==> config.mk <==
export PLATFORM = sky130hd
export DESIGN_NAME = fpadd_pipe
export DESIGN_NICKNAME = d
export VERILOG_FILES = /design/src/rtl/fpadd_pkg.sv /design/src/rtl/fpadd_ctrl.sv /design/src/rtl/fpadd_dp.sv /design/src/rtl/fpadd_pipe.sv
export SDC_FILE = /design/constraint.sdc
export NUM_CORES = 1
export LEC_CHECK = 0
export BUFFER_PORTS_ARGS = -buffer_cell sky130_fd_sc_hd__buf_2
export CAP_MARGIN = 20
export CORE_MARGIN = 8
export CORE_UTILIZATION = 45
export DETAILED_ROUTE_END_ITERATION = 6
export PLACE_DENSITY = 0.61
export SLEW_MARGIN = 0
export SYNTH_ARGS = -nofsm -noshare
export SYNTH_HDL_FRONTEND = slang
export SYNTH_SLANG_ARGS = --single-unit
export TNS_END_PERCENT = 1
==> constraint.sdc <==
create_clock -name clk -period 6.65 [get_ports clk]
set_input_delay 1.33 -clock clk [delete_from_list [all_inputs] [get_ports clk]]
set_output_delay 1.33 -clock clk [all_outputs]
set_load 0.05 [all_outputs]
==> src/rtl/fpadd_pkg.sv <==
package fpadd_pkg;
  localparam int EXP_W   = 8;
  localparam int FRAC_W  = 23;
  localparam int WORD_W  = 1 + EXP_W + FRAC_W;
  localparam int SIG_W   = FRAC_W + 1;
  localparam int EXT_W   = SIG_W + 3;
  localparam int SUM_W   = EXT_W + 1;
  localparam int XEXP_W  = EXP_W + 2;
  localparam int LZ_W    = $clog2(EXT_W + 1);
  localparam int DEPTH   = 4;
  localparam logic [EXP_W-1:0] EXP_MAX = '1;

  typedef struct packed {
    logic [DEPTH-1:0] load;
    logic             done;
  } strobe_t;
endpackage

==> src/rtl/fpadd_ctrl.sv <==
module fpadd_ctrl
  import fpadd_pkg::*;
(
  input  logic    clk,
  input  logic    rstN,
  input  logic    inValid,
  output strobe_t strobes
);
  logic [DEPTH-1:0] vPipe;

  always_ff @(posedge clk) begin
    if (!rstN) vPipe <= '0;
    else       vPipe <= {vPipe[DEPTH-2:0], inValid};
  end

  always_comb begin
    strobes.load = {vPipe[DEPTH-2:0], inValid};
    strobes.done = vPipe[DEPTH-1];
  end

  // a result slot is only ever occupied by an operation issued four edges before
  p_latency_r1: assert property (@(posedge clk) disable iff (!rstN)
    strobes.done |-> $past(inValid, 4));
  // reset empties the pipeline
  p_reset_empty_r2: assert property (@(posedge clk)
    !rstN |=> !strobes.done);
endmodule

==> src/rtl/fpadd_dp.sv <==
module fpadd_dp
  import fpadd_pkg::*;
(
  input  logic              clk,
  input  logic              rstN,
  input  strobe_t           strobes,
  input  logic [WORD_W-1:0] opA,
  input  logic [WORD_W-1:0] opB,
  input  logic              subSel,
  output logic [WORD_W-1:0] result,
  output logic              overflow,
  output logic              underflow
);
  localparam int SHW = SIG_W + EXT_W - 1;
  localparam logic [WORD_W-1:0] QUIET_BIT = WORD_W'(1) << (FRAC_W - 1);
  localparam logic [WORD_W-1:0] DEF_NAN   = {1'b0, EXP_MAX, 1'b1, {(FRAC_W-1){1'b0}}};

  function automatic logic [LZ_W-1:0] leadZeros(input logic [EXT_W-1:0] v);
    leadZeros = LZ_W'(EXT_W);
    for (int i = 0; i < EXT_W; i++)
      if (v[i]) leadZeros = LZ_W'(EXT_W - 1 - i);
  endfunction

  // ---------------- stage 1: unpack, specials, align ----------------
  logic aSign, bSign, aNan, bNan, aInf, bInf, swapOps;
  logic [EXP_W-1:0] aExp, bExp, lExp, sExp, expDiff;
  logic [SIG_W-1:0] aSig, bSig, lSig, sSig;
  logic lSign, sSign, spec1;
  logic [WORD_W-1:0] specWord1;
  logic [LZ_W-1:0] shAmt;
  logic [SHW-1:0] shifted;

  always_comb begin
    aSign = opA[WORD_W-1];
    bSign = opB[WORD_W-1] ^ subSel;
    aExp  = opA[WORD_W-2:FRAC_W];
    bExp  = opB[WORD_W-2:FRAC_W];
    aSig  = (aExp == '0) ? '0 : {1'b1, opA[FRAC_W-1:0]};
    bSig  = (bExp == '0) ? '0 : {1'b1, opB[FRAC_W-1:0]};
    aNan  = (aExp == EXP_MAX) && (opA[FRAC_W-1:0] != '0);
    bNan  = (bExp == EXP_MAX) && (opB[FRAC_W-1:0] != '0);
    aInf  = (aExp == EXP_MAX) && !aNan;
    bInf  = (bExp == EXP_MAX) && !bNan;
    spec1 = (aExp == EXP_MAX) || (bExp == EXP_MAX);
    if (aNan)                        specWord1 = opA | QUIET_BIT;
    else if (bNan)                   specWord1 = opB | QUIET_BIT;
    else if (aInf && bInf && (aSign != bSign)) specWord1 = DEF_NAN;
    else if (aInf)                   specWord1 = opA;
    else                             specWord1 = {bSign, opB[WORD_W-2:0]};
    swapOps = opB[WORD_W-2:0] > opA[WORD_W-2:0];
    lSign = swapOps ? bSign : aSign;
    sSign = swapOps ? aSign : bSign;
    lExp  = swapOps ? bExp  : aExp;
    sExp  = swapOps ? aExp  : bExp;
    lSig  = swapOps ? bSig  : aSig;
    sSig  = swapOps ? aSig  : bSig;
    expDiff = lExp - sExp;
    shAmt   = (expDiff > EXP_W'(EXT_W - 2)) ? LZ_W'(EXT_W - 1) : LZ_W'(expDiff);
    shifted = {sSig, {(EXT_W-1){1'b0}}} >> shAmt;
  end

  logic r1Spec, r1LSign, r1SSign;
  logic [WORD_W-1:0] r1Word;
  logic [EXP_W-1:0] r1Exp;
  logic [EXT_W-1:0] r1Big, r1Small;

  always_ff @(posedge clk) begin
    if (strobes.load[0]) begin
      r1Spec  <= spec1;
      r1Word  <= specWord1;
      r1LSign <= lSign;
      r1SSign <= sSign;
      r1Exp   <= lExp;
      r1Big   <= {lSig, 3'b000};
      r1Small <= {shifted[SHW-1:SIG_W], |shifted[SIG_W-1:0]};
    end
  end

  // ---------------- stage 2: signed significand add ----------------
  logic sameSign;
  logic [SUM_W-1:0] sum2;
  always_comb begin
    sameSign = (r1LSign == r1SSign);
    sum2 = sameSign ? ({1'b0, r1Big} + {1'b0, r1Small})
                    : ({1'b0, r1Big} - {1'b0, r1Small});
  end

  logic r2Spec, r2Sign, r2Zero;
  logic [WORD_W-1:0] r2Word;
  logic [EXP_W-1:0] r2Exp;
  logic [SUM_W-1:0] r2Sum;

  always_ff @(posedge clk) begin
    if (strobes.load[1]) begin
      r2Spec <= r1Spec;
      r2Word <= r1Word;
      r2Exp  <= r1Exp;
      r2Sum  <= sum2;
      r2Zero <= (sum2 == '0);
      r2Sign <= (sum2 == '0) ? (sameSign & r1LSign) : r1LSign;
    end
  end

  // ---------------- stage 3: normalize, range check ----------------
  logic [LZ_W-1:0] lz;
  logic [EXT_W-1:0] mant3;
  logic signed [XEXP_W-1:0] exp3;
  always_comb begin
    lz = leadZeros(r2Sum[EXT_W-1:0]);
    if (r2Sum[SUM_W-1]) begin
      mant3 = {r2Sum[SUM_W-1:2], r2Sum[1] | r2Sum[0]};
      exp3  = $signed({2'b00, r2Exp}) + XEXP_W'(1);
    end else begin
      mant3 = r2Sum[EXT_W-1:0] << lz;
      exp3  = $signed({2'b00, r2Exp}) - $signed({{(XEXP_W-LZ_W){1'b0}}, lz});
    end
  end

  logic r3Spec, r3Sign, r3Zero, r3Ovf, r3Unf;
  logic [WORD_W-1:0] r3Word;
  logic [EXT_W-1:0] r3Mant;
  logic signed [XEXP_W-1:0] r3Exp;

  always_ff @(posedge clk) begin
    if (strobes.load[2]) begin
      r3Spec <= r2Spec;
      r3Word <= r2Word;
      r3Sign <= r2Sign;
      r3Zero <= r2Zero;
      r3Mant <= mant3;
      r3Exp  <= exp3;
      r3Ovf  <= !r2Zero && (exp3 >= $signed({2'b00, EXP_MAX}));
      r3Unf  <= !r2Zero && (exp3 <= 0);
    end
  end

  // a nonzero finite sum leaves stage 3 with its leading bit in place
  p_normalized_r3: assert property (@(posedge clk) disable iff (!rstN)
    (strobes.load[3] && !r3Spec && !r3Zero) |-> r3Mant[EXT_W-1]);

  // ---------------- stage 4: round to nearest even, pack ----------------
  logic roundUp, carry;
  logic [SIG_W:0] rounded;
  logic signed [XEXP_W-1:0] exp4;
  logic [WORD_W-1:0] word4;
  logic ovf4, unf4;

  always_comb begin
    roundUp = r3Mant[2] & (r3Mant[1] | r3Mant[0] | r3Mant[3]);
    rounded = {1'b0, r3Mant[EXT_W-1:3]} + (SIG_W+1)'(roundUp);
    carry   = rounded[SIG_W];
    exp4    = r3Exp + XEXP_W'(carry);
    ovf4 = 1'b0;
    unf4 = 1'b0;
    if (r3Spec) begin
      word4 = r3Word;
    end else if (r3Zero) begin
      word4 = {r3Sign, {(WORD_W-1){1'b0}}};
    end else if (r3Unf) begin
      word4 = {r3Sign, {(WORD_W-1){1'b0}}};
      unf4  = 1'b1;
    end else if (r3Ovf || exp4 >= $signed({2'b00, EXP_MAX})) begin
      word4 = {r3Sign, EXP_MAX, {FRAC_W{1'b0}}};
      ovf4  = 1'b1;
    end else begin
      word4 = {r3Sign, exp4[EXP_W-1:0],
               carry ? rounded[SIG_W-1:1] : rounded[FRAC_W-1:0]};
    end
  end

  always_ff @(posedge clk) begin
    if (strobes.load[3]) begin
      result    <= word4;
      overflow  <= ovf4;
      underflow <= unf4;
    end
  end

  // the two flags never coexist
  p_flags_exclusive_r7: assert property (@(posedge clk) disable iff (!rstN)
    strobes.done |-> !(overflow && underflow));
  // overflow comes with a saturated infinity
  p_overflow_inf_r7: assert property (@(posedge clk) disable iff (!rstN)
    (strobes.done && overflow) |-> (result[WORD_W-2:0] == {EXP_MAX, {FRAC_W{1'b0}}}));
  // underflow comes with a flushed zero
  p_underflow_zero_r8: assert property (@(posedge clk) disable iff (!rstN)
    (strobes.done && underflow) |-> (result[WORD_W-2:0] == '0));
endmodule

==> src/rtl/fpadd_pipe.sv <==
module fpadd_pipe
  import fpadd_pkg::*;
(
  input  logic        clk,
  input  logic        rstN,
  input  logic        inValid,
  input  logic [31:0] opA,
  input  logic [31:0] opB,
  input  logic        subSel,
  output logic        outValid,
  output logic [31:0] result,
  output logic        overflow,
  output logic        underflow
);
  strobe_t strobes;

  fpadd_ctrl u_ctrl (
    .clk     (clk),
    .rstN    (rstN),
    .inValid (inValid),
    .strobes (strobes)
  );

  fpadd_dp u_dp (
    .clk       (clk),
    .rstN      (rstN),
    .strobes   (strobes),
    .opA       (opA),
    .opB       (opB),
    .subSel    (subSel),
    .result    (result),
    .overflow  (overflow),
    .underflow (underflow)
  );

  assign outValid = strobes.done;
endmodule

### After elaboration in Yosys (flattened, before gate mapping)

Cells that the tools add are included.

| cells by class | value |
|---|---|
| shift-type cells | 2 |
| muxes and demuxes | 51 |
| eq/ne operators | 4 |
| add/subtract/negate cells | 7 |
| reductions and logical operators | 22 |
| order comparisons | 5 |
| bitwise operators | 6 |

Operator list:

| operator | number |
|---|---|
| $mux 32 | 5 |
| $mux 24 | 4 |
| $mux 31 | 3 |
| $mux 5 | 17 |
| $shr 50x5->50 | 1 |
| $reduce_bool 23->1 | 2 |
| $mux 4 | 8 |
| $gt 31x31->1 | 1 |
| $add 27x27->28 | 1 |
| $logic_not 28->1 | 1 |
| $mux 28 | 1 |
| $sub 27x27->28 | 1 |
| $shl 27x5->27 | 1 |
| $mux 26 | 1 |
| $add 24x1->25 | 1 |
| $reduce_or 24->1 | 1 |
| $mux 23 | 1 |
| $ge 10x9->1 const B | 2 |
| $eq 8x8->1 const B | 2 |
| $logic_not 8->1 | 2 |
| $mux 8 | 2 |
| $add 10x1->10 | 1 |
| $le 10x1->1 const B | 1 |
| $mux 10 | 1 |
| other kinds (16) | 36 |

| word-level totals | value |
|---|---|
| bits in registers | 277 |
| word-level logic and storage cells | 124 |
| bits of input ports | 68 |

### Depth between registers and ports, before layout

| logic depth | value |
|---|---|
| depth in word-level cells | 31 |
| depth in mapped cells | 28 |
| depth with buffers taken out | 26 |

### Modules after synthesis

A second synthesis with hierarchy kept.

| second synthesis, totals | value |
|---|---|
| cells, all modules | 1912 |
| area, all modules | 18684.2 sq um |

By module, submodules not included:

| module | area each (sq um) | times used | cells each | seq. area each (sq um) |
|---|---|---|---|---|
| fpadd_dp | 18571.6 | 1 | 1903 | 8197.9 |
| fpadd_ctrl | 112.6 | 1 | 9 | 80.1 |

### Least setup slack after synthesis

No wires, ideal clock.

| path | value |
|---|---|
| path type | input to register |
| from | input port opA[27] |
| to | register u_dp.r1Small[0], data pin |
| path buffers | 3 |
| stages on the path | 26 |
| path slack | -0.102 ns |
| library setup time | 0.281 ns |
| arrival | 6.470 ns |
| cell sequence | inv_1 -> ha_1 -> buf_2 -> nand4_1 -> nor4_2 -> nor2_1 -> a31oi_2 -> o21ai_2 -> clkbuf_1 -> clkbuf_1 -> a22oi_1 -> ha_1 -> nand2_1 -> nand2_1 -> a21oi_1 -> mux2_2 -> o21a_1 -> o2111a_1 -> a2111oi_4 -> mux2_2 -> a211oi_1 -> a211oi_1 -> a31o_1 -> a2111o_1 -> nor4_1 -> o221ai_1 |

| between the ends | value |
|---|---|
| cells in the longest elaborated chain, start to end | 7 |
| elaborated cells between the ends (all ways) | 11 |
| those cells by class | add/sub: 1; order compare: 2; shift: 1; mux: 5; reduce/logical: 2 |

RTL lines:

| what | RTL line | source |
|---|---|---|
| from (decl) | fpadd_pipe.sv:7 | `input logic [31:0] opA,` |
| $gt 31x31->1 | fpadd_dp.sv:50 | `swapOps = opB[WORD_W-2:0] > opA[WORD_W-2:0];` |
| $mux 8, on equally long branches | fpadd_dp.sv:53, fpadd_dp.sv:54 |  |
| $sub 8x8->8 | fpadd_dp.sv:57 | `expDiff = lExp - sExp;` |
| $gt 8x5->1 | fpadd_dp.sv:58 | `shAmt = (expDiff > EXP_W'(EXT_W - 2)) ? LZ_W'(EXT_W - 1) : LZ_W'(expDiff);` |
| $mux 5 | fpadd_dp.sv:58 |  |
| $shr 50x5->50 (*) | fpadd_dp.sv:59 | `shifted = {sSig, {(EXT_W-1){1'b0}}} >> shAmt;` |
| $reduce_or 24->1 (*) | fpadd_dp.sv:75 | `r1Small <= {shifted[SHW-1:SIG_W], \|shifted[SIG_W-1:0]};` |
| to (signal assigned) | fpadd_dp.sv:75 |  |
| to (decl) | fpadd_dp.sv:65 | `logic [EXT_W-1:0] r1Big, r1Small;` |

Every way passes the cells marked *; elsewhere a longest branch is shown, timed or not.
A chain may end at the register's enable or synchronous reset.

### Worst setup path after layout

| path | value |
|---|---|
| from | input port opA[24] |
| to | register u_dp.r1Small[0], data pin |

The elaborated chain is that of the path after synthesis.

==> impl_metrics.csv <==
group,metric,value,unit
status,status,"finished clean",
timing,min_period,6.186,ns
floorplan,num_rows,74,
logic_synthesis,ys_top_cells_by_area,"edfxtp_1 44%, ha_1 6.2%, nand2_1 3.8%",
clock_tree,clock_sinks,277,
logic_synthesis,syn_inst,1902,
flow_run,drv_cap,0,
placement,port_buffers,102,
power,ir_drop,0.1498,mV
logic_synthesis,synth_top_area_share,44.17,%
final_layout,drive_gt1_share,20.23,%
detailed_routing,final_antenna_net_count,0,
grt,antenna_found_initial,0,
critical_path,cp_common_cell,"buf_4",
logic_synthesis,ys_seq_elements,277,
logic_synthesis,yosysTopAreaCell,"edfxtp_1",
detailed_routing,routed_wirelength,59620,um
logic_synthesis,synthDistinctLibCells,86,
logic_synthesis,avgSynthCellArea,9.757,um2
detailed_routing,drc_errors,0,
critical_path,required,6.93,ns
grt,grtUsageTotal,24.41,%
critical_path,critPathArrivalTime,6.47,ns
placement,dp.cells,2667,
final_layout,multi_input_area,9482,um2
critical_path,crit_type,"in -> reg",
logic_synthesis,ys_warn_count,0,
logic_synthesis,synth_nets,2064,
critical_path,crit_slowest_cell,"a2111oi_0",
hold_path,worstHoldPathType,"reg -> reg",
power,power.density,277.5,nW/um2
timing,max_freq,161.6,MHz
timing,slew_headroom,32.67,%
logic_synthesis,synth_edf_count,273,
placement,gp_congestion,0.9694,
timing,hold_viol,0,
logic_synthesis,ys.flop_type,"edfxtp_1",
final_layout,final_cells,2717,
timing,finalSetupViolCount,0,
timing,max_slew.worst_pin.slew,1.010,ns
final_layout,final_cell_mix,"273 x edfxtp_1, 229 x buf_4, 188 x nand2_1, 136 x o21ai_0, 125 x nor2_1",
logic_synthesis,yosysSeqAreaShare,44.61,%
clock_tree,cts_setup_buffers,0,
logic_synthesis,async_reset_ff_share,0,%
floorplan,io-pin-count,103,
timing,maxSlewViolCount,0,
clock_tree,cts.clk_slew.worst_paths,0.06,ns
final_layout,final_common_cell,"edfxtp_1",
critical_path,critPathCaptureType,"register",
grt,first_global_vias,15700,
critical_path,cp-start-kind,"input port",
final_layout,area_growth_syn_to_layout,19.18,%
detailed_routing,drt_iter0_markers,1189,
placement,dpl.hpwl,47400,um
clock_tree,cts_hold_buffers,0,
final_layout,final_nets,2326,
clock_tree,clock_latency,0.55,ns
floorplan,die_h,219.1,um
detailed_routing,vias_per_cell,5.910,
detailed_routing,num_vias,16060,
floorplan,die-area,47990,um2
timing,clock_skew,0.01366,ns
grt,grt_max_degree,76,
final_layout,diodes,0,
logic_synthesis,syn-cell-area,18560,um2
floorplan,chipWidth,219.1,um
final_layout,final-seq-area,8283,um2
clock_tree,htreeDepth,1,
final_layout,fillers,3673,
detailed_routing,wire_per_inst,21.94,um
critical_path,cp_max_fo,8,
clock_tree,cts_tree,"yes",
clock_tree,cts_resized,0,
grt,overflow,0,
critical_path,reg2reg_depth,23,
timing,hold-worst-slack,0.4182,ns
clock_tree,clk_path_buf_depth,3,
clock_tree,cts_buffers,27,
grt,grt_first_pass_wirelength,91200,um
power,p_leak,9.017,nW
detailed_routing,drt_first_pass_iters,5,
timing,fin_crit_sh,93.03,%
clock_tree,cts-root-buf,"clkbuf_16",
floorplan,core,40740,um2
critical_path,critical-path-max-stage-delay,0.46,ns
floorplan,start_util,45.55,%
hold_path,hold_depth,0,
timing,rsz0062_at_grt,"false",
-- final cells by class --
type | count | share of cell area [%]
clock inverters | 21 | 0.9787
inverters | 118 | 2.003
flip-flops and latches | 277 | 37.45
multi-input cells | 1404 | 42.87
clock buffers | 29 | 3.089
well taps | 532 | 3.010
repair buffers | 336 | 10.60
-- per-stage QoR --
step                      power [mW]  setup TNS (ns)  utilization [%]  setup WS, ns  cell area [um2]
after global routing           6.458               0            54.29      0.001858            22120
after floorplan                3.663               0                -       0.01736            18570
after detailed placement       4.619        -0.01218            52.08      -0.01218            21220
after CTS                      6.146               0            54.29        0.5612            22120
final                          6.138               0            54.29        0.4636            22120
after global placement         4.628               0            52.08        0.1139            21220
-- registers in the layout (all words and copies together), names as in the netlist, 4 cells and up --
name          flops
u_dp.r3Mant      27
u_ctrl.vPipe      4
u_dp.r2Exp        8
u_dp.r1Exp        8
u_dp.r1Big       24
u_dp.r2Word      32
u_dp.r1Small     27
u_dp.r2Sum       28
u_dp.r1Word      32
u_dp.r3Word      32
u_dp.r3Exp       10
u_dp.result      32
-- Yosys cell counts, types with 8 or more instances --
library cell  count
a211oi_1         30
a21o_1           15
a21oi_1         116
a22o_1           47
a22oi_1          30
a31oi_1          27
and2_1           21
and3_1           28
buf_1             8
clkbuf_1         85
edfxtp_1        273
ha_1             92
inv_1           116
mux2_2           15
mux2i_1          54
mux4_2           15
nand2_1         188
nand2b_1         28
nand3_1          66
nand4_1          24
nor2_1          125
nor2b_1          13
nor3_1           45
nor4_1           28
o2111ai_1         8
o211ai_1         18
o21a_1           11
o21ai_0         136
o21bai_1         10
o22ai_1          11
o31ai_1          13
or3_1            13
xnor2_1          35
xor2_1           24
-- path summary, 6_finish.rpt --
| path | start | end | slack, ns |
|---|---|---|---|
| max | opA[24] | u_dp.r1Small[0] | 0.46 |
| max reg2reg | u_dp.r3Mant[3] | u_dp.result[19] | 0.91 |
| min | u_dp.r1Word[6] | u_dp.r2Word[6] | 0.42 |
| min reg2reg | u_dp.r1Word[6] | u_dp.r2Word[6] | 0.42 |
-- worst max-delay path: cells and delay by family --
kind	cells	cell delay, ns
and+or+nand+nor	6	1.26
muxes	2	0.22
buffers and inverters	5	0.69
adders and majority gates	2	0.61
AOI/OAI and AO/OA	11	2.34
-- power breakdown --
part | total [mW] | switching [mW] | leakage (nW) | internal, mW
registers | 2.28 | 0.153 | 2.64 | 2.13
clock network | 1.52 | 0.651 | 0.433 | 0.872
logic | 2.33 | 1.34 | 5.94 | 0.993
-- cell families (layout without fill, tap and decap cells) --
group                      Yosys count  count (layout)  share of synthesized area (%)
AOI/OAI and AO/OA                  560             560                          20.19
muxes                               84              84                          5.643
xor gates and xnor gates            59              59                          2.784
DFF                                277             277                          44.61
and+or+nand+nor                    607             607                          15.78
adders and majority gates           94              94                          6.419
buffers and inverters              221             504                          4.578
-- per-layer routing --
metal	global-route usage (%)	vias to the layer above	wire, um
met2	41.16	552	28470
li1	-	7731	-
met1	30.50	7635	24840
met3	2.588	140	2820
met5	0	-	0
met4	13.39	0	3490
No activity file was read; power rests on OpenSTA's default activity.
